$ cat src/rtl/duart_pkg.sv
package duart_pkg;
  localparam int NPORT = 2;
  localparam int OVS = 16;
  localparam logic [31:0] PORT2_TEXT = 32'h4154_2B69;

  typedef enum logic [2:0] {RX_IDLE, RX_START, RX_DATA, RX_STOP, RX_HOLD} rxState_e;

  typedef struct packed {
    logic [NPORT-1:0]      txLoad;
    logic [NPORT-1:0][7:0] txByte;
  } txStrobe_t;

  typedef struct packed {
    logic [NPORT-1:0]      rxGood;
    logic [NPORT-1:0]      rxBad;
    logic [NPORT-1:0][7:0] rxByte;
    logic [NPORT-1:0]      txBusy;
  } dpStatus_t;

  function automatic logic [2:0] clampRate(input logic [2:0] code);
    return (code > 3'd4) ? 3'd4 : code;
  endfunction
endpackage

$ cat src/rtl/duart_datapath.sv
module duart_datapath
  import duart_pkg::*;
#(
  parameter int CLK_HZ     = 16_000_000,
  parameter int BAUD_MIN   = 1200,
  parameter int FIXED_BAUD = 19200
) (
  input  logic             clk,
  input  logic             rstN,
  input  logic [2:0]       rateSel,
  input  logic [NPORT-1:0] rxIn,
  input  txStrobe_t        strb,
  output logic [NPORT-1:0] txOut,
  output dpStatus_t        stat
);
  localparam int BASE_DIV = CLK_HZ / (BAUD_MIN * OVS);
  localparam int FIX_DIV  = CLK_HZ / (FIXED_BAUD * OVS);
  localparam int DIV_W    = $clog2(BASE_DIV + 1);

  logic [NPORT-1:0]      goodV, badV, busyV;
  logic [NPORT-1:0][7:0] byteV;

  for (genvar p = 0; p < NPORT; p++) begin : gPort
    logic [DIV_W-1:0] divVal, divCnt;
    logic             tick;
    logic [1:0]       syncQ;
    logic             rxS;
    rxState_e         rxSt;
    logic [3:0]       rxTick;
    logic [2:0]       rxBit;
    logic [7:0]       rxSh;
    logic             goodQ, badQ;
    logic             busy;
    logic [9:0]       txSh;
    logic [3:0]       txTick, txCnt;

    if (p == 0) begin : gSel
      assign divVal = DIV_W'(BASE_DIV) >> clampRate(rateSel);
    end else begin : gFix
      assign divVal = DIV_W'(FIX_DIV);
    end

    assign tick = (divCnt >= divVal - 1'b1);

    always_ff @(posedge clk) begin
      if (!rstN) divCnt <= '0;
      else if (tick) divCnt <= '0;
      else divCnt <= divCnt + 1'b1;
    end

    always_ff @(posedge clk) begin
      if (!rstN) syncQ <= 2'b11;
      else syncQ <= {syncQ[0], rxIn[p]};
    end
    assign rxS = syncQ[1];

    always_ff @(posedge clk) begin
      if (!rstN) begin
        rxSt <= RX_IDLE; rxTick <= '0; rxBit <= '0; rxSh <= '0;
        goodQ <= 1'b0; badQ <= 1'b0;
      end else begin
        goodQ <= 1'b0;
        badQ  <= 1'b0;
        case (rxSt)
          RX_IDLE: if (!rxS) begin rxSt <= RX_START; rxTick <= '0; end
          RX_START: if (tick) begin
            if (rxS) rxSt <= RX_IDLE;
            else if (rxTick == 4'd7) begin rxSt <= RX_DATA; rxTick <= '0; rxBit <= '0; end
            else rxTick <= rxTick + 1'b1;
          end
          RX_DATA: if (tick) begin
            if (rxTick == 4'd15) begin
              rxTick <= '0;
              rxSh   <= {rxS, rxSh[7:1]};
              if (rxBit == 3'd7) rxSt <= RX_STOP;
              else rxBit <= rxBit + 1'b1;
            end else rxTick <= rxTick + 1'b1;
          end
          RX_STOP: if (tick) begin
            if (rxTick == 4'd15) begin
              rxTick <= '0;
              if (rxS) begin goodQ <= 1'b1; rxSt <= RX_IDLE; end
              else begin badQ <= 1'b1; rxSt <= RX_HOLD; end
            end else rxTick <= rxTick + 1'b1;
          end
          RX_HOLD: if (rxS) rxSt <= RX_IDLE;
          default: rxSt <= RX_IDLE;
        endcase
      end
    end

    always_ff @(posedge clk) begin
      if (!rstN) begin
        busy <= 1'b0; txSh <= '1; txTick <= '0; txCnt <= '0;
      end else if (!busy) begin
        if (strb.txLoad[p]) begin
          busy <= 1'b1; txSh <= {1'b1, strb.txByte[p], 1'b0};
          txTick <= '0; txCnt <= '0;
        end
      end else if (tick) begin
        if (txTick == 4'd15) begin
          txTick <= '0;
          txSh   <= {1'b1, txSh[9:1]};
          if (txCnt == 4'd9) busy <= 1'b0;
          else txCnt <= txCnt + 1'b1;
        end else txTick <= txTick + 1'b1;
      end
    end

    assign txOut[p] = busy ? txSh[0] : 1'b1;
    assign goodV[p] = goodQ;
    assign badV[p]  = badQ;
    assign byteV[p] = rxSh;
    assign busyV[p] = busy;

    AST_TX_LOAD_IDLE: assert property (@(posedge clk) disable iff (!rstN)
      strb.txLoad[p] |-> !busy);
    AST_TX_STOP_HIGH: assert property (@(posedge clk) disable iff (!rstN)
      (busy && txCnt == 4'd9) |-> txOut[p]);
    AST_RX_ONE_EVENT: assert property (@(posedge clk) disable iff (!rstN)
      !(goodQ && badQ));
  end

  assign stat.rxGood = goodV;
  assign stat.rxBad  = badV;
  assign stat.rxByte = byteV;
  assign stat.txBusy = busyV;
endmodule

$ cat src/rtl/duart_ctrl.sv
module duart_ctrl
  import duart_pkg::*;
#(
  parameter int READY1_CYC = 40_000_000,
  parameter int READY2_CYC = 240_000_000,
  parameter int TEXT_MAX   = 16,
  parameter logic [8*TEXT_MAX-1:0] VERSION_TEXT = "FE-1.3",
  parameter int VERSION_LEN = 6,
  parameter int CNT_W      = 8
) (
  input  logic                   clk,
  input  logic                   rstN,
  input  dpStatus_t              stat,
  input  logic                   localIsFirst,
  input  logic                   cmdReady,
  output txStrobe_t              strb,
  output logic                   cmdValid,
  output logic [7:0]             cmdData,
  output logic                   cmdPort,
  output logic                   cmdLocal,
  output logic [NPORT-1:0]       portReady,
  output logic [NPORT-1:0]       frameErr,
  output logic [NPORT-1:0][CNT_W-1:0] dropCnt
);
  localparam int RDY_MAX = (READY1_CYC > READY2_CYC) ? READY1_CYC : READY2_CYC;
  localparam int RW      = $clog2(RDY_MAX + 1);
  localparam int BW      = $clog2(TEXT_MAX + 3);

  function automatic int readyLimit(input int p);
    return (p == 0) ? READY1_CYC : READY2_CYC;
  endfunction

  function automatic int bannerLen(input int p);
    return (p == 0) ? VERSION_LEN + 2 : 6;
  endfunction

  function automatic logic [7:0] bannerChar(input int p, input int idx);
    int tlen;
    logic [8*TEXT_MAX-1:0] txt;
    tlen = (p == 0) ? VERSION_LEN : 4;
    txt  = (p == 0) ? VERSION_TEXT : {{(8*TEXT_MAX-32){1'b0}}, PORT2_TEXT};
    if (idx == tlen) return 8'h0D;
    if (idx == tlen + 1) return 8'h0A;
    return 8'(txt >> (8 * (tlen - 1 - idx)));
  endfunction

  logic [NPORT-1:0][RW-1:0] rdyCnt;
  logic [NPORT-1:0][BW-1:0] bIdx;
  logic [NPORT-1:0]         loadV;
  logic [NPORT-1:0][7:0]    charV;
  logic [NPORT-1:0]         pend;
  logic [NPORT-1:0][7:0]    pendByte;
  logic                     outFull, outPort, lastPort;
  logic [7:0]               outData;
  logic                     loadOut, pick;

  // readiness timers
  always_ff @(posedge clk) begin
    if (!rstN) begin
      rdyCnt <= '0; portReady <= '0;
    end else begin
      for (int p = 0; p < NPORT; p++) begin
        if (!portReady[p]) begin
          if (int'(rdyCnt[p]) >= readyLimit(p) - 1) portReady[p] <= 1'b1;
          else rdyCnt[p] <= rdyCnt[p] + 1'b1;
        end
      end
    end
  end

  // greeting sequencer
  always_comb begin
    for (int p = 0; p < NPORT; p++) begin
      loadV[p] = (int'(bIdx[p]) < bannerLen(p)) && !stat.txBusy[p];
      charV[p] = bannerChar(p, int'(bIdx[p]));
    end
  end

  always_ff @(posedge clk) begin
    if (!rstN) bIdx <= '0;
    else for (int p = 0; p < NPORT; p++) if (loadV[p]) bIdx[p] <= bIdx[p] + 1'b1;
  end

  assign strb.txLoad = loadV;
  assign strb.txByte = charV;

  // arbitration into the output register
  always_comb begin
    if (pend[0] && pend[1]) pick = ~lastPort;
    else pick = pend[1];
  end
  assign loadOut = (!outFull || cmdReady) && (pend != '0);

  always_ff @(posedge clk) begin
    if (!rstN) begin
      pend <= '0; pendByte <= '0; frameErr <= '0; dropCnt <= '0;
    end else begin
      for (int p = 0; p < NPORT; p++) begin
        if (stat.rxBad[p]) frameErr[p] <= 1'b1;
        else if (stat.rxGood[p]) frameErr[p] <= 1'b0;
        if (stat.rxGood[p]) begin
          if (!portReady[p] || (pend[p] && !(loadOut && int'(pick) == p)))
            dropCnt[p] <= dropCnt[p] + 1'b1;
          else begin
            pend[p] <= 1'b1; pendByte[p] <= stat.rxByte[p];
          end
        end else if (loadOut && int'(pick) == p) pend[p] <= 1'b0;
      end
    end
  end

  always_ff @(posedge clk) begin
    if (!rstN) begin
      outFull <= 1'b0; outData <= '0; outPort <= 1'b0; lastPort <= 1'b1;
    end else if (loadOut) begin
      outFull <= 1'b1; outData <= pendByte[pick]; outPort <= pick; lastPort <= pick;
    end else if (cmdReady) outFull <= 1'b0;
  end

  assign cmdValid = outFull;
  assign cmdData  = outData;
  assign cmdPort  = outPort;
  assign cmdLocal = outFull && (outPort == !localIsFirst);

  AST_STREAM_HOLD: assert property (@(posedge clk) disable iff (!rstN)
    (cmdValid && !cmdReady) |=> (cmdValid && $stable(cmdData) && $stable(cmdPort)));

  for (genvar g = 0; g < NPORT; g++) begin : gChk
    AST_READY_STICKY: assert property (@(posedge clk) disable iff (!rstN)
      portReady[g] |=> portReady[g]);
    AST_BLACKOUT_EMPTY: assert property (@(posedge clk) disable iff (!rstN)
      !portReady[g] |-> !pend[g]);
    AST_DROP_STEP: assert property (@(posedge clk) disable iff (!rstN)
      $stable(dropCnt[g]) || (dropCnt[g] == CNT_W'($past(dropCnt[g]) + 1'b1)));
  end
endmodule

$ cat src/rtl/dual_uart_front.sv
module dual_uart_front
  import duart_pkg::*;
#(
  parameter int CLK_HZ      = 16_000_000,
  parameter int READY1_CYC  = 40_000_000,
  parameter int READY2_CYC  = 240_000_000,
  parameter int TEXT_MAX    = 16,
  parameter logic [8*TEXT_MAX-1:0] VERSION_TEXT = "FE-1.3",
  parameter int VERSION_LEN = 6,
  parameter int CNT_W       = 8
) (
  input  logic             clk,
  input  logic             rstN,
  input  logic [2:0]       rateSel,
  input  logic             localIsFirst,
  input  logic [1:0]       rxIn,
  output logic [1:0]       txOut,
  output logic             cmdValid,
  input  logic             cmdReady,
  output logic [7:0]       cmdData,
  output logic             cmdPort,
  output logic             cmdLocal,
  output logic [1:0]       portReady,
  output logic [1:0]       frameErr,
  output logic [CNT_W-1:0] dropCnt1,
  output logic [CNT_W-1:0] dropCnt2
);
  txStrobe_t strb;
  dpStatus_t stat;
  logic [NPORT-1:0][CNT_W-1:0] dropCnt;

  duart_datapath #(.CLK_HZ(CLK_HZ)) dp_i (
    .clk(clk), .rstN(rstN), .rateSel(rateSel), .rxIn(rxIn),
    .strb(strb), .txOut(txOut), .stat(stat)
  );

  duart_ctrl #(
    .READY1_CYC(READY1_CYC), .READY2_CYC(READY2_CYC), .TEXT_MAX(TEXT_MAX),
    .VERSION_TEXT(VERSION_TEXT), .VERSION_LEN(VERSION_LEN), .CNT_W(CNT_W)
  ) ctrl_i (
    .clk(clk), .rstN(rstN), .stat(stat), .localIsFirst(localIsFirst),
    .cmdReady(cmdReady), .strb(strb), .cmdValid(cmdValid), .cmdData(cmdData),
    .cmdPort(cmdPort), .cmdLocal(cmdLocal), .portReady(portReady),
    .frameErr(frameErr), .dropCnt(dropCnt)
  );

  assign dropCnt1 = dropCnt[0];
  assign dropCnt2 = dropCnt[1];
endmodule

$ cat config.mk
export PLATFORM = sky130hd
export DESIGN_NAME = dual_uart_front
export DESIGN_NICKNAME = d
export VERILOG_FILES = /design/src/rtl/duart_pkg.sv /design/src/rtl/duart_datapath.sv /design/src/rtl/duart_ctrl.sv /design/src/rtl/dual_uart_front.sv
export SDC_FILE = /design/constraint.sdc
export NUM_CORES = 1
export LEC_CHECK = 0
export BUFFER_PORTS_ARGS = -buffer_cell sky130_fd_sc_hd__buf_2
export CAP_MARGIN = 20
export CORE_ASPECT_RATIO = 2
export CORE_MARGIN = 5
export CORE_UTILIZATION = 28
export DETAILED_ROUTE_END_ITERATION = 8
export PLACE_DENSITY = 0.44
export SKIP_CTS_REPAIR_TIMING = 1
export SYNTH_ARGS = -nofsm -noshare
export SYNTH_HDL_FRONTEND = slang
export SYNTH_SLANG_ARGS = --single-unit
$ cat constraint.sdc
create_clock -name clk -period 7.56 [get_ports clk]
set_input_delay 1.134 -clock clk [delete_from_list [all_inputs] [get_ports clk]]
set_output_delay 1.134 -clock clk [all_outputs]
set_load 0.005 [all_outputs]
* Word level (Yosys, flattened, before mapping)
Cells that the tools add are included. W data, S select, Z words.
Operators by class: add/sub/neg operators 19, $mul 0, div/mod/pow operators 0, $lt $le $gt $ge 8, equal/unequal tests 57, shift-type cells 3, muxes and demuxes 126, bitwise logic cells 9, reduce and logical (&&, ||, !) cells 62
Operators with widths (number):
- $mux W4 | 28
- $mux W3 | 35
- $mux W10 | 8
- $mux W8 | 10
- $add A28 B1 Y28 const B | 2
- $shr A47 B32 Y8 const A | 1
- $ne A2 B1 Y1 const B | 20
- $mux W1 | 39
- $shr A31 B32 Y8 const A | 1
- $pmux W3 S5 | 2
- $ge A28 B26 Y1 const B | 1
- $ge A28 B28 Y1 const B | 1
- $add A4 B1 Y4 const B | 6
- $eq A4 B4 Y1 const B | 6
- $ne A2 B2 Y1 const B | 12
- $pmux W4 S3 | 2
- $add A10 B1 Y10 const B | 2
- $eq A5 B4 Y1 const B | 4
- $reduce_and A2 Y1 | 10
- $reduce_bool A2 Y1 | 10
- $reduce_and A9 Y1 | 2
- $add A8 B1 Y8 const B | 2
- $reduce_and A4 Y1 | 4
- $reduce_and A7 Y1 | 2
- other kinds (28) | 74
Word-level totals: register bits 217, latch bits 0, RAM bits 0, ROM bits 0, word-level logic and storage cells 325, memories 0

* Depth between registers and ports, before layout
Gate-level depths: netlist of run 1.
depth after elaboration 9, gate-level depth with buffers 18

* Hierarchy
A second synthesis of run 1 with hierarchy kept.
Unflattened totals: cells, all modules 1169, area, all modules 10333.7 um2
Modules (own cells, without submodules):
- duart_ctrl | times used 1, cells an instance 594, area an instance 5305.1 um2, sequential area each 2302.2 um2
- duart_datapath | times used 1, cells an instance 575, area an instance 5028.6 um2, sequential area each 2001.9 um2

* Worst setup path before layout of run 1
OpenSTA, ideal clock, no wires.
path type input -> register, start input rateSel[2], end register dp_i.gPort[0].rxBit[2], library setup time 132 ps, data arrival time 4455 ps, setup slack 2973 ps, stages on the path 17, path through clkbuf_1 -> nand2b_1 -> inv_1 -> ha_1 -> mux2i_1 -> ha_1 -> nor2b_1 -> nor3b_1 -> xnor2_1 -> nand2b_1 -> ha_1 -> nand4_1 -> nor3_1 -> a2bb2oi_1 -> a2111oi_1 -> nand2b_1 -> a21oi_1
On the way: word-level cells in the longest chain between the ends 7
RTL lines:
- start, declared | RTL line dual_uart_front.sv:14 | input logic [2:0] rateSel,
- $gt A3 B3 Y1 | RTL line duart_pkg.sv:21 | return (code > 3'd4) ? 3'd4 : code;
- $mux W3 (*) | RTL line duart_pkg.sv:21
- $shr A10 B3 Y10 (*) | RTL line duart_datapath.sv:38 | assign divVal = DIV_W'(BASE_DIV) >> clampRate(rateSel);
- $sub A10 B1 Y10 (*) | RTL line duart_datapath.sv:43 | assign tick = (divCnt >= divVal - 1'b1);
- $ge A10 B10 Y1 (*) | RTL line duart_datapath.sv:43
- $ne A2 B1 Y1 (no source line)
- $reduce_and A7 Y1 (no source line) (*)
- end signal, assigned | RTL line duart_datapath.sv:76 | else rxBit <= rxBit + 1'b1;
- end, declared | RTL line duart_datapath.sv:30 | logic [2:0] rxBit;
Mark *: on every way between the ends. The rest lies on a longest branch, timed or not. A chain may end at the register's enable or synchronous reset.

* Worst setup path in the final report of run 1
Same ends and word-level chain as after synthesis.

==> results.json, run 1 <==
{
  "fillers": 3730,
  "reg2regPathDepth": 7,
  "met1Wirelength_mm": 9.74,
  "peakVddDrop_mv": 0.160,
  "area_growth_pct": 13.5,
  "synth_mux_area_share_pct": 4.37,
  "grt_overflow": 0,
  "final.min_clock_period_ns": 4.54,
  "synth_area_per_cell_um2": 8.61,
  "yosys_register_bits": 215,
  "totalPowerFinal_mw": 2.39,
  "power.density_nw_per_um2": 209,
  "ff2ff_setup_slack_ns": 4.85,
  "fmax_mhz": 220,
  "setup_viol": 0,
  "fin_area_um2": 11500,
  "final.setup.tns_ns": 0,
  "netlist_area_um2": 10100,
  "diodes": 0,
  "die_w_um": 144,
  "slew_violations": 0,
  "die_h_um": 279,
  "seq_area_um2": 4300,
  "wl_per_cell_um": 14.8,
  "cp-endpoint": "dp_i.gPort[0].rxBit[2]",
  "finClkSkew_ns": 0.0232,
  "worstReg2RegStart": "ctrl_i.rdyCnt[28]",
  "portBuffers": 41,
  "cts-root-buf": "clkbuf_16",
  "layout_common_cells": "215 x dfxtp_1, 153 x nor2_1, 107 x nand2_1",
  "groute.usage.overall_pct": 12.2,
  "maxCapViolations": 0,
  "yosys.area_share.adder_pct": 5.45,
  "route.met2.wl_mm": 13.5,
  "yosys.area_share.simple_pct": 25.0,
  "die_area_um2": 40200,
  "relSlewSlack_pct": 36.9,
  "worstMarginPinSlew_ns": 0.938,
  "num_rows": 98,
  "cp.required_ns": 7.92,
  "cts_tree": "done",
  "cts.reportedPaths.clkPinSlew_ns": 0.06,
  "grt_start_max_net_pins": 76,
  "start_util_pct": 28.3,
  "clock_latency_ns": 0.52,
  "clock_path_buffers": 3,
  "multiInputGateArea_um2": 5510,
  "nNetsFinal": 1255,
  "finalCritPeriodShare_pct": 60.0,
  "placed_cell_area_um2": 10700,
  "cp.arrival_ns": 4.90,
  "drt_pass1_iterations": 4,
  "rr_endpoint": "ctrl_i.rdyCnt[54]",
  "synth-edff-count": 0,
  "io_pins": 42,
  "rsz0062_at_grt": "no",
  "dp.cells": 1628,
  "stdcell_count": 1667,
  "synth_compound_gate_area_share_pct": 13.8,
  "met3_length_um": 718,
  "synthXorXnorAreaFrac_pct": 5.63,
  "htreeDepth": 1,
  "ys.warnings.count": 0,
  "drt_iter0_markers": 287,
  "place_congestion": 0.768,
  "synth_cell_type_count": 74,
  "fp.coreArea_um2": 35700,
  "detail-route-antenna-nets": 0,
  "numCtsBuffers": 22,
  "worstSetupEndpointType": "register",
  "clock-sinks": 215,
  "crit_slowest_cell": "a2111oi_1",
  "wirelength_mm": 24.7,
  "hold_class": "register to register",
  "final_common_cell": "dfxtp_1",
  "route.detailed.drc": 0,
  "max_stage_delay_ns": 0.78,
  "drive_above_1_share_pct": 8.13,
  "grt_pass1_vias": 8440,
  "synthFlopType": "dfxtp_1",
  "top_layer": "met4",
  "synthCells": 1174,
  "via_per_inst": 4.98,
  "grt_pass1_wl_mm": 41.1,
  "hpwl_mm": 17.6,
  "yosysSeqAreaShare_pct": 42.6,
  "async_reset_ff_share_pct": 0,
  "leakage_nw": 4.39,
  "worst-setup-path-type": "input pin to register",
  "finalHoldViolCount": 0,
  "antenna_found_initial": 0,
  "status": "complete, no violations",
  "crit_path_start": "rateSel[2]",
  "vias": 8294,
  "cp_max_fo": 16,
  "crit_chain": "buf_2, nand2b_1, inv_1, ha_1, mux2i_1, ha_1, nor2b_1, nor3b_1, xnor2_1, nand2b_1, ha_1, nand4_1, nor3_1, a2bb2oi_1, a2111oi_1, nand2b_1, a21oi_1",
  "synth_top_family_by_area": "simple AND/OR/NAND/NOR gates",
  "start_kind": "input pin"
}
==> report_power, final <==
group | switching [mW] | internal, mW | total, mW
registers | 0.0204 | 1.15 | 1.17
clock network | 0.458 | 0.650 | 1.11
logic | 0.0710 | 0.0433 | 0.114
total | 0.549 | 1.85 | 2.39
==> registers in the layout (all words and copies together), names as in the netlist, 2 cells and up <==
signal	cells
ctrl_i.rdyCnt	56
dp_i.gPort.divCnt	20
dp_i.gPort.txSh	18
ctrl_i.dropCnt	16
ctrl_i.pendByte	16
dp_i.gPort.rxSh	16
ctrl_i.bIdx	10
ctrl_i.cmdData	8
dp_i.gPort.rxTick	8
dp_i.gPort.txCnt	8
dp_i.gPort.txTick	8
dp_i.gPort.rxBit	6
dp_i.gPort.rxSt	6
dp_i.gPort.syncQ	4
ctrl_i.frameErr	2
ctrl_i.pend	2
ctrl_i.portReady	2
dp_i.gPort.badQ	2
dp_i.gPort.busy	2
dp_i.gPort.goodQ	2
==> area by class of cell <==
class | instances | share of cell area [%]
clock inverter | 4 | 0.414
timing repair buffer | 46 | 2.12
sequential | 215 | 37.5
inverter | 34 | 1.13
tap | 450 | 4.91
multi-input combinational | 883 | 48.0
clock buffer | 35 | 5.93
==> routing by layer <==
metal	GRT usage (%)	up-vias
met5	0	-
met4	4.60	0
met3	1.59	44
met2	24.2	87
met1	12.6	3934
li1	-	4229
==> kinds of logic after synthesis <==
group / count (synthesis)
xor gates and xnor gates: 65
AOI/OAI and AO/OA: 214
and+or+nand+nor: 511
adders and majority gates: 44
DFF: 215
buffers and inverters: 79
muxes: 44
other: 2
==> synthesized netlist by cell type, drive strengths merged (22+ instances only) <==
library cell,instances,area [µm²]
xor2,34,298
clkbuf,35,131
dfxtp,215,4300
a21oi,68,344
nand2,107,402
nand3,64,320
inv,34,128
nand2b,25,156
nor3,25,130
o21ai,51,259
xnor2,31,272
mux2i,43,430
ha,44,551
nand4,22,138
nor2,154,581
==> metrics by stage <==
stage	util, %	worst slack [ns]	hold WS, ns
5_1_grt	32.2	2.60	0.425
4_1_cts	32.2	3.00	0.417
3_5_place_dp	30.1	2.48	0.401
3_3_place_gp	30.1	2.60	0.399
6_report	32.2	3.02	0.411
2_1_floorplan	-	2.97	0.386
==> worst min path at each step <==
stage / from / end / cells past startpoint / slack [ns]
5_1_grt: dp_i.gPort[1].syncQ[0] / dp_i.gPort[1].syncQ[1] / 1 / 0.42
2_1_floorplan: dp_i.gPort[0].syncQ[0] / dp_i.gPort[0].syncQ[1] / 1 / 0.39
3_5_place_dp: dp_i.gPort[1].syncQ[0] / dp_i.gPort[1].syncQ[1] / 1 / 0.40
4_1_cts: dp_i.gPort[1].syncQ[0] / dp_i.gPort[1].syncQ[1] / 1 / 0.42
6_report: dp_i.gPort[1].syncQ[0] / dp_i.gPort[1].syncQ[1] / 1 / 0.41
3_3_place_gp: dp_i.gPort[1].syncQ[0] / dp_i.gPort[1].syncQ[1] / 1 / 0.40
==> worst max-delay path: cells and delay by family <==
family          cells  cell delay [ns]
compound gates      3             1.05
mux                 1             0.16
xor+xnor            1             0.15
buf+inv             2             0.33
simple gates        7             1.34
fa+ha+maj           3             0.73
(Power assumes the default switching activity.)
==> run 2: changes to the inputs <==
--- a/config.mk
+++ b/config.mk
@@ -11,7 +11,7 @@
 export CORE_MARGIN = 5
 export CORE_UTILIZATION = 28
 export DETAILED_ROUTE_END_ITERATION = 8
-export PLACE_DENSITY = 0.44
+export PLACE_DENSITY = 0.46
 export SKIP_CTS_REPAIR_TIMING = 1
 export SYNTH_ARGS = -nofsm -noshare
 export SYNTH_HDL_FRONTEND = slang
==> constraint.sdc (replaced) <==
create_clock -name clk -period 3.7 [get_ports clk]
set_input_delay 0.555 -clock clk [delete_from_list [all_inputs] [get_ports clk]]
set_output_delay 0.555 -clock clk [all_outputs]
set_load 0.005 [all_outputs]
==> run 2 against run 1 <==
Compared with the run above: final cell count is 1.4% higher; via count is 0.47% higher; clock skew is 0.0093 ns lower; clock power is 100% higher; non-clock buffer count is 23 higher; die area stayed put; global-route usage is 0.23 points lower; sequential power is 100% higher; final area is 1.9% higher.
==> results.json, run 2 (same netlist as run 1, synthesis figures left out) <==
{
  "htreeDepth": 1,
  "finalHoldViolCount": 0,
  "numCtsBuffers": 21,
  "clock-sinks": 215,
  "wirelength_mm": 24.1,
  "top_regs": "ctrl_i.rdyCnt (56), dp_i.gPort.divCnt (20), dp_i.gPort.txSh (18)",
  "fmax_mhz": 307,
  "die_area_um2": 40200,
  "drt_pass1_iterations": 5,
  "worstMarginPinSlew_ns": 0.945,
  "final.min_clock_period_ns": 3.26,
  "area_growth_pct": 15.7,
  "drt_iter0_markers": 390,
  "hold_class": "input pin to register",
  "nNetsFinal": 1277,
  "route.detailed.drc": 0,
  "clock_latency_ns": 0.51,
  "cts_tree": "done",
  "finalCritPeriodShare_pct": 88.1,
  "setup_viol": 0,
  "io_pins": 42,
  "cp_max_fo": 16,
  "largest_register": "ctrl_i.rdyCnt",
  "final_common_cell": "dfxtp_1",
  "cts-root-buf": "clkbuf_16",
  "start_util_pct": 28.3,
  "peakVddDrop_mv": 0.231,
  "clock_path_buffers": 3,
  "wl_per_cell_um": 14.3,
  "maxCapViolations": 0,
  "worstSetupEndpointType": "register",
  "power.density_nw_per_um2": 417,
  "largest_reg_flops": 56,
  "grt_start_max_net_pins": 74,
  "finClkSkew_ns": 0.0139,
  "grt_pass1_wl_mm": 40.8,
  "die_w_um": 144,
  "fp.coreArea_um2": 35700,
  "via_per_inst": 4.93,
  "num_rows": 98,
  "vias": 8333,
  "drive_above_1_share_pct": 10.3,
  "antenna_found_initial": 1,
  "grt_pass1_vias": 8335,
  "cp.required_ns": 4.10,
  "final_util_pct": 32.8,
  "cp.arrival_ns": 3.66,
  "fillers": 3701,
  "status": "complete, no violations",
  "hpwl_mm": 16.9,
  "rsz0062_at_grt": "no",
  "layout_common_cells": "215 x dfxtp_1, 153 x nor2_1, 107 x nand2_1",
  "groute.usage.overall_pct": 12.0,
  "portBuffers": 41,
  "place_congestion": 0.782,
  "start_kind": "input pin",
  "cts.reportedPaths.clkPinSlew_ns": 0.07,
  "die_h_um": 279,
  "slew_violations": 0,
  "worst-setup-path-type": "input pin to register",
  "relSlewSlack_pct": 36.5,
  "grt_overflow": 0,
  "detail-route-antenna-nets": 0,
  "totalPowerFinal_mw": 4.88,
  "leakage_nw": 4.51
}
## run 2: routing by layer
layer  global-route usage, %  wire, µm  vias up
li1                        -         -     4277
met2                    23.0     13000       88
met3                    1.61       691       26
met1                    13.2      9920     3942
met4                    3.85       528        0
met5                       0         0        -
## run 2: cell type report
cell class                 count  area [µm²]  area share [%]
clock buffer                  31         613            5.24
antenna                        1        2.50          0.0214
tap                          450         563            4.81
clock inverter                 7        91.3           0.781
timing repair buffer          69         440            3.76
sequential                   215        4300            36.8
multi-input combinational    883        5550            47.5
inverter                      34         130            1.11
## run 2: metrics by stage
step | instance area, µm² | hold WS (ns) | TNS (ns) | std cells | worst slack, ns
final | 11700 | 0.228 | 0 | 1690 | 0.439
after global routing | 11700 | 0.224 | 0 | 1689 | 0.153
after floorplan | 10200 | 0.386 | 0 | 1177 | 0.0110
after global placement | 11000 | 0.424 | -0.0177 | 1651 | -0.0177
after CTS | 11700 | 0.202 | 0 | 1689 | 0.413
after detailed placement | 11000 | 0.417 | -1.03 | 1651 | -0.108
## run 2: final timing paths
path / slack (ns) / cells past startpoint / end / startpoint
worst max register to register: 0.78 / 8 / ctrl_i.rdyCnt[12] / ctrl_i.rdyCnt[0]
worst min-delay path: 0.23 / 2 / dp_i.gPort[0].syncQ[0] / rxIn[0]
worst min register to register: 0.44 / 1 / dp_i.gPort[0].syncQ[1] / dp_i.gPort[0].syncQ[0]
worst max-delay path: 0.44 / 16 / dp_i.gPort[0].txSh[3] / rateSel[2]
## run 2: worst max-delay path, cell delays in order
cell and delay, ns:
buf_2 0.10, nand2b_1 0.17, ha_1 0.23, mux2i_1 0.15, ha_1 0.18, nor2b_1 0.17, nor3b_1 0.24, xnor2_1 0.14
nand2b_1 0.08, ha_1 0.27, nand4_1 0.13, nor3_2 0.08, o2bb2ai_2 0.16, a21oi_2 0.58, a221oi_1 0.10, a211o_1 0.30
## run 2: report_power, final
part           switching (mW)  internal, mW
Combinational           0.153         0.102
Clock                   0.942          1.29
Sequential             0.0382          2.35
Total                    1.13          3.75
==> run 3: changes to the inputs <==
--- a/config.mk
+++ b/config.mk
@@ -9,10 +9,11 @@
 export CAP_MARGIN = 20
 export CORE_ASPECT_RATIO = 2
 export CORE_MARGIN = 5
-export CORE_UTILIZATION = 28
+export CORE_UTILIZATION = 55
 export DETAILED_ROUTE_END_ITERATION = 8
-export PLACE_DENSITY = 0.46
+export PLACE_DENSITY = 0.77
 export SKIP_CTS_REPAIR_TIMING = 1
 export SYNTH_ARGS = -nofsm -noshare
 export SYNTH_HDL_FRONTEND = slang
+export SYNTH_HIERARCHICAL = 1
 export SYNTH_SLANG_ARGS = --single-unit
==> run 3 against run 2 <==
Compared with the run above: register-to-register slack improved by 0.14 ns; routed wire length is 11% lower; maximum frequency down 2.8%; critical path type unchanged; worst setup slack got worse by 0.095 ns; largest power group unchanged; die area fell by 46%; synthesized cell count fell by 0.43%.
==> results.json, run 3 <==
{
  "antenna_found_initial": 0,
  "die_w_um": 107,
  "yosys-top-cells-area": "dfxtp_1 42%, nor2_1 5.7%, mux2i_1 5.5%, ha_1 5.3%, xor2_1 4.6%",
  "totalPowerFinal_mw": 5.03,
  "grt_overflow": 0,
  "rsz0062_at_grt": "no",
  "cp.arrival_ns": 3.79,
  "area_growth_pct": 10.8,
  "slew_violations": 0,
  "diodes": 0,
  "met3_length_um": 678,
  "cp_max_fo": 8,
  "via_per_inst": 5.82,
  "drive_above_1_share_pct": 10.1,
  "worstSetupEndpointType": "register",
  "yosysSeqAreaShare_pct": 41.7,
  "fin_hold_ws_ns": 0.236,
  "yosys_register_bits": 215,
  "route.met2.wl_mm": 11.8,
  "stdcell_count": 1431,
  "p_clk_share_pct": 45.0,
  "clock_path_buffers": 3,
  "cp.required_ns": 4.13,
  "vias": 8334,
  "synthCells": 1169,
  "synth_top_area_cell": "dfxtp_1",
  "critPathBufInv": 2,
  "portBuffers": 41,
  "multiInputGateArea_um2": 5710,
  "async_reset_ff_share_pct": 0,
  "crit_family": "simple AND/OR/NAND/NOR gates",
  "worst-setup-path-type": "input pin to register",
  "top_regs": "ctrl_i/rdyCnt (56), dp_i/gPort.divCnt (20), dp_i/gPort.txSh (18)",
  "maxCapViolations": 0,
  "drt_pass1_iterations": 6,
  "power.density_nw_per_um2": 439,
  "io_pins": 42,
  "synthFlopType": "dfxtp_1",
  "final_util_pct": 61.4,
  "fillers": 1621,
  "final_common_cell": "dfxtp_1",
  "cts_tree": "done",
  "p_seq_share_pct": 48.0,
  "fp.coreArea_um2": 18700,
  "detail-route-antenna-nets": 0,
  "fmax_mhz": 298,
  "dp.cells": 1394,
  "clock-sinks": 215,
  "synth_area_per_cell_um2": 8.84,
  "crit_chain": "buf_2, nand2b_1, inv_1, ha_1, mux2i_1, ha_1, and3_1, o21bai_1, ha_1, nand4_1, nor3_2, a22o_2, nor2_2, nor4_4, mux2i_1",
  "hold_class": "input pin to register",
  "crit_slowest_cell": "nor4_4",
  "wl_per_cell_um": 14.9,
  "synth_common_cells": "215 x dfxtp_1, 158 x nor2_1, 99 x nand2_1, 57 x a21oi_1, 57 x mux2i_1",
  "fin_area_um2": 11500,
  "groute.usage.overall_pct": 19.9,
  "grt_start_max_net_pins": 58,
  "worstMarginPinSlew_ns": 1.19,
  "path_common_cell": "ha_1",
  "die_h_um": 204,
  "drt_iter0_markers": 448,
  "ys.warnings.count": 6,
  "numCtsBuffers": 21,
  "die_area_um2": 21800,
  "setup_viol": 0,
  "status": "complete, no violations",
  "seq_area_um2": 4300,
  "finalCritPeriodShare_pct": 90.7,
  "leakage_nw": 4.61,
  "grt_pass1_vias": 8371,
  "layout_common_cells": "215 x dfxtp_1, 158 x nor2_1, 99 x nand2_1",
  "htreeDepth": 1,
  "synth_cell_type_count": 78,
  "synth_top_area_share_pct": 41.7,
  "comb_power_share_pct": 7.0,
  "netSwitchingFraction_pct": 22.3,
  "finClkSkew_ns": 0.0201,
  "largest_register": "ctrl_i/rdyCnt",
  "start_kind": "input pin",
  "max_stage_delay_ns": 0.64,
  "cts-root-buf": "clkbuf_16",
  "top_layer": "met4",
  "netlist_area_um2": 10300,
  "start_util_pct": 55.4,
  "hpwl_mm": 15.4,
  "relSlewSlack_pct": 20.5,
  "cts.reportedPaths.clkPinSlew_ns": 0.06,
  "wirelength_mm": 21.4,
  "synth-edff-count": 0,
  "p_int_mw": 3.91,
  "met1Wirelength_mm": 8.19,
  "peakVddDrop_mv": 0.352,
  "p_switching_mw": 1.12,
  "largest_reg_flops": 56,
  "nNetsFinal": 1251,
  "clock_latency_ns": 0.50,
  "grt_pass1_wl_mm": 37.0,
  "route.detailed.drc": 0,
  "synth_most_common_cell": "dfxtp_1",
  "final.min_clock_period_ns": 3.36,
  "placed_cell_area_um2": 10700,
  "place_congestion": 0.878,
  "finalHoldViolCount": 0,
  "num_rows": 71
}
-- run 3: changes by cell type in the layout (fill, tap and decap cells not counted), moves of 8 or more --
cell and change:
nand2_1 -8, inv_1 -11, nand4_1 +8, xor2_1 +20
o211ai_1 -11, nand3_1 -18, a21oi_1 -9, xnor2_1 -10
and2_1 +9, and3_1 +9, mux2i_1 +14, buf_4 -12
-- run 3: cells by family (layout without fill, tap and decap cells) --
family / Yosys count / after routing / synth area share, %
adder cells (fa/ha/maj): 44 / 44 / 5.33
AND/OR/NAND/NOR: 509 / 509 / 25.2
XOR/XNOR: 75 / 75 / 6.36
buffers and inverters: 78 / 117 / 3.21
AO/OA/AOI/OAI: 186 / 186 / 12.4
other: 3 / 7 / 0.109
flip-flops: 215 / 215 / 41.7
multiplexers: 59 / 59 / 5.74
-- run 3: power by group through the flow --
| stage | registers, mW | clock network (mW) | logic, mW |
|---|---|---|---|
| after floorplan | 2.45 | 0 | 0.287 |
| after global placement | 2.46 | 0 | 0.344 |
| after detailed placement | 2.47 | 0 | 0.353 |
| after CTS | 2.42 | 2.32 | 0.356 |
| after global routing | 2.42 | 2.42 | 0.404 |
| final | 2.42 | 2.26 | 0.354 |
-- run 3: metal layers --
| layer | global-route usage (%) | up-vias |
|---|---|---|
| met4 | 8.41 | 0 |
| met2 | 39.1 | 127 |
| met3 | 2.75 | 53 |
| met5 | 0 | - |
| li1 | - | 4202 |
| met1 | 20.4 | 3952 |
-- run 3: layout make-up --
cell class / instances / share of cell area (%)
multi-input combinational: 880 / 49.9
sequential: 215 / 37.6
clock buffer: 28 / 5.17
timing repair buffer: 56 / 2.88
tap: 219 / 2.39
clock inverter: 9 / 1.30
inverter: 24 / 0.787
-- run 3: worst paths after layout --
kind / startpoint / end / slack [ns] / cells past startpoint
hold / removal: rxIn[0] / dp_i/gPort[0].syncQ[0] / 0.24 / 2
hold reg to reg: dp_i/gPort[0].syncQ[0] / dp_i/gPort[0].syncQ[1] / 0.41 / 1
setup reg to reg: ctrl_i/rdyCnt[48] / ctrl_i/rdyCnt[33] / 0.92 / 6
setup / recovery: rateSel[2] / dp_i/gPort[0].rxSh[1] / 0.34 / 15
-- run 3: through the flow --
| stage | setup WS (ns) | TNS [ns] |
|---|---|---|
| finish | 0.344 | 0 |
| floorplan | 0.0424 | 0 |
| global placement | 0.000849 | 0 |
| global route | 0.00402 | 0 |
| detailed placement | -0.191 | -1.52 |
| CTS | 0.337 | 0 |
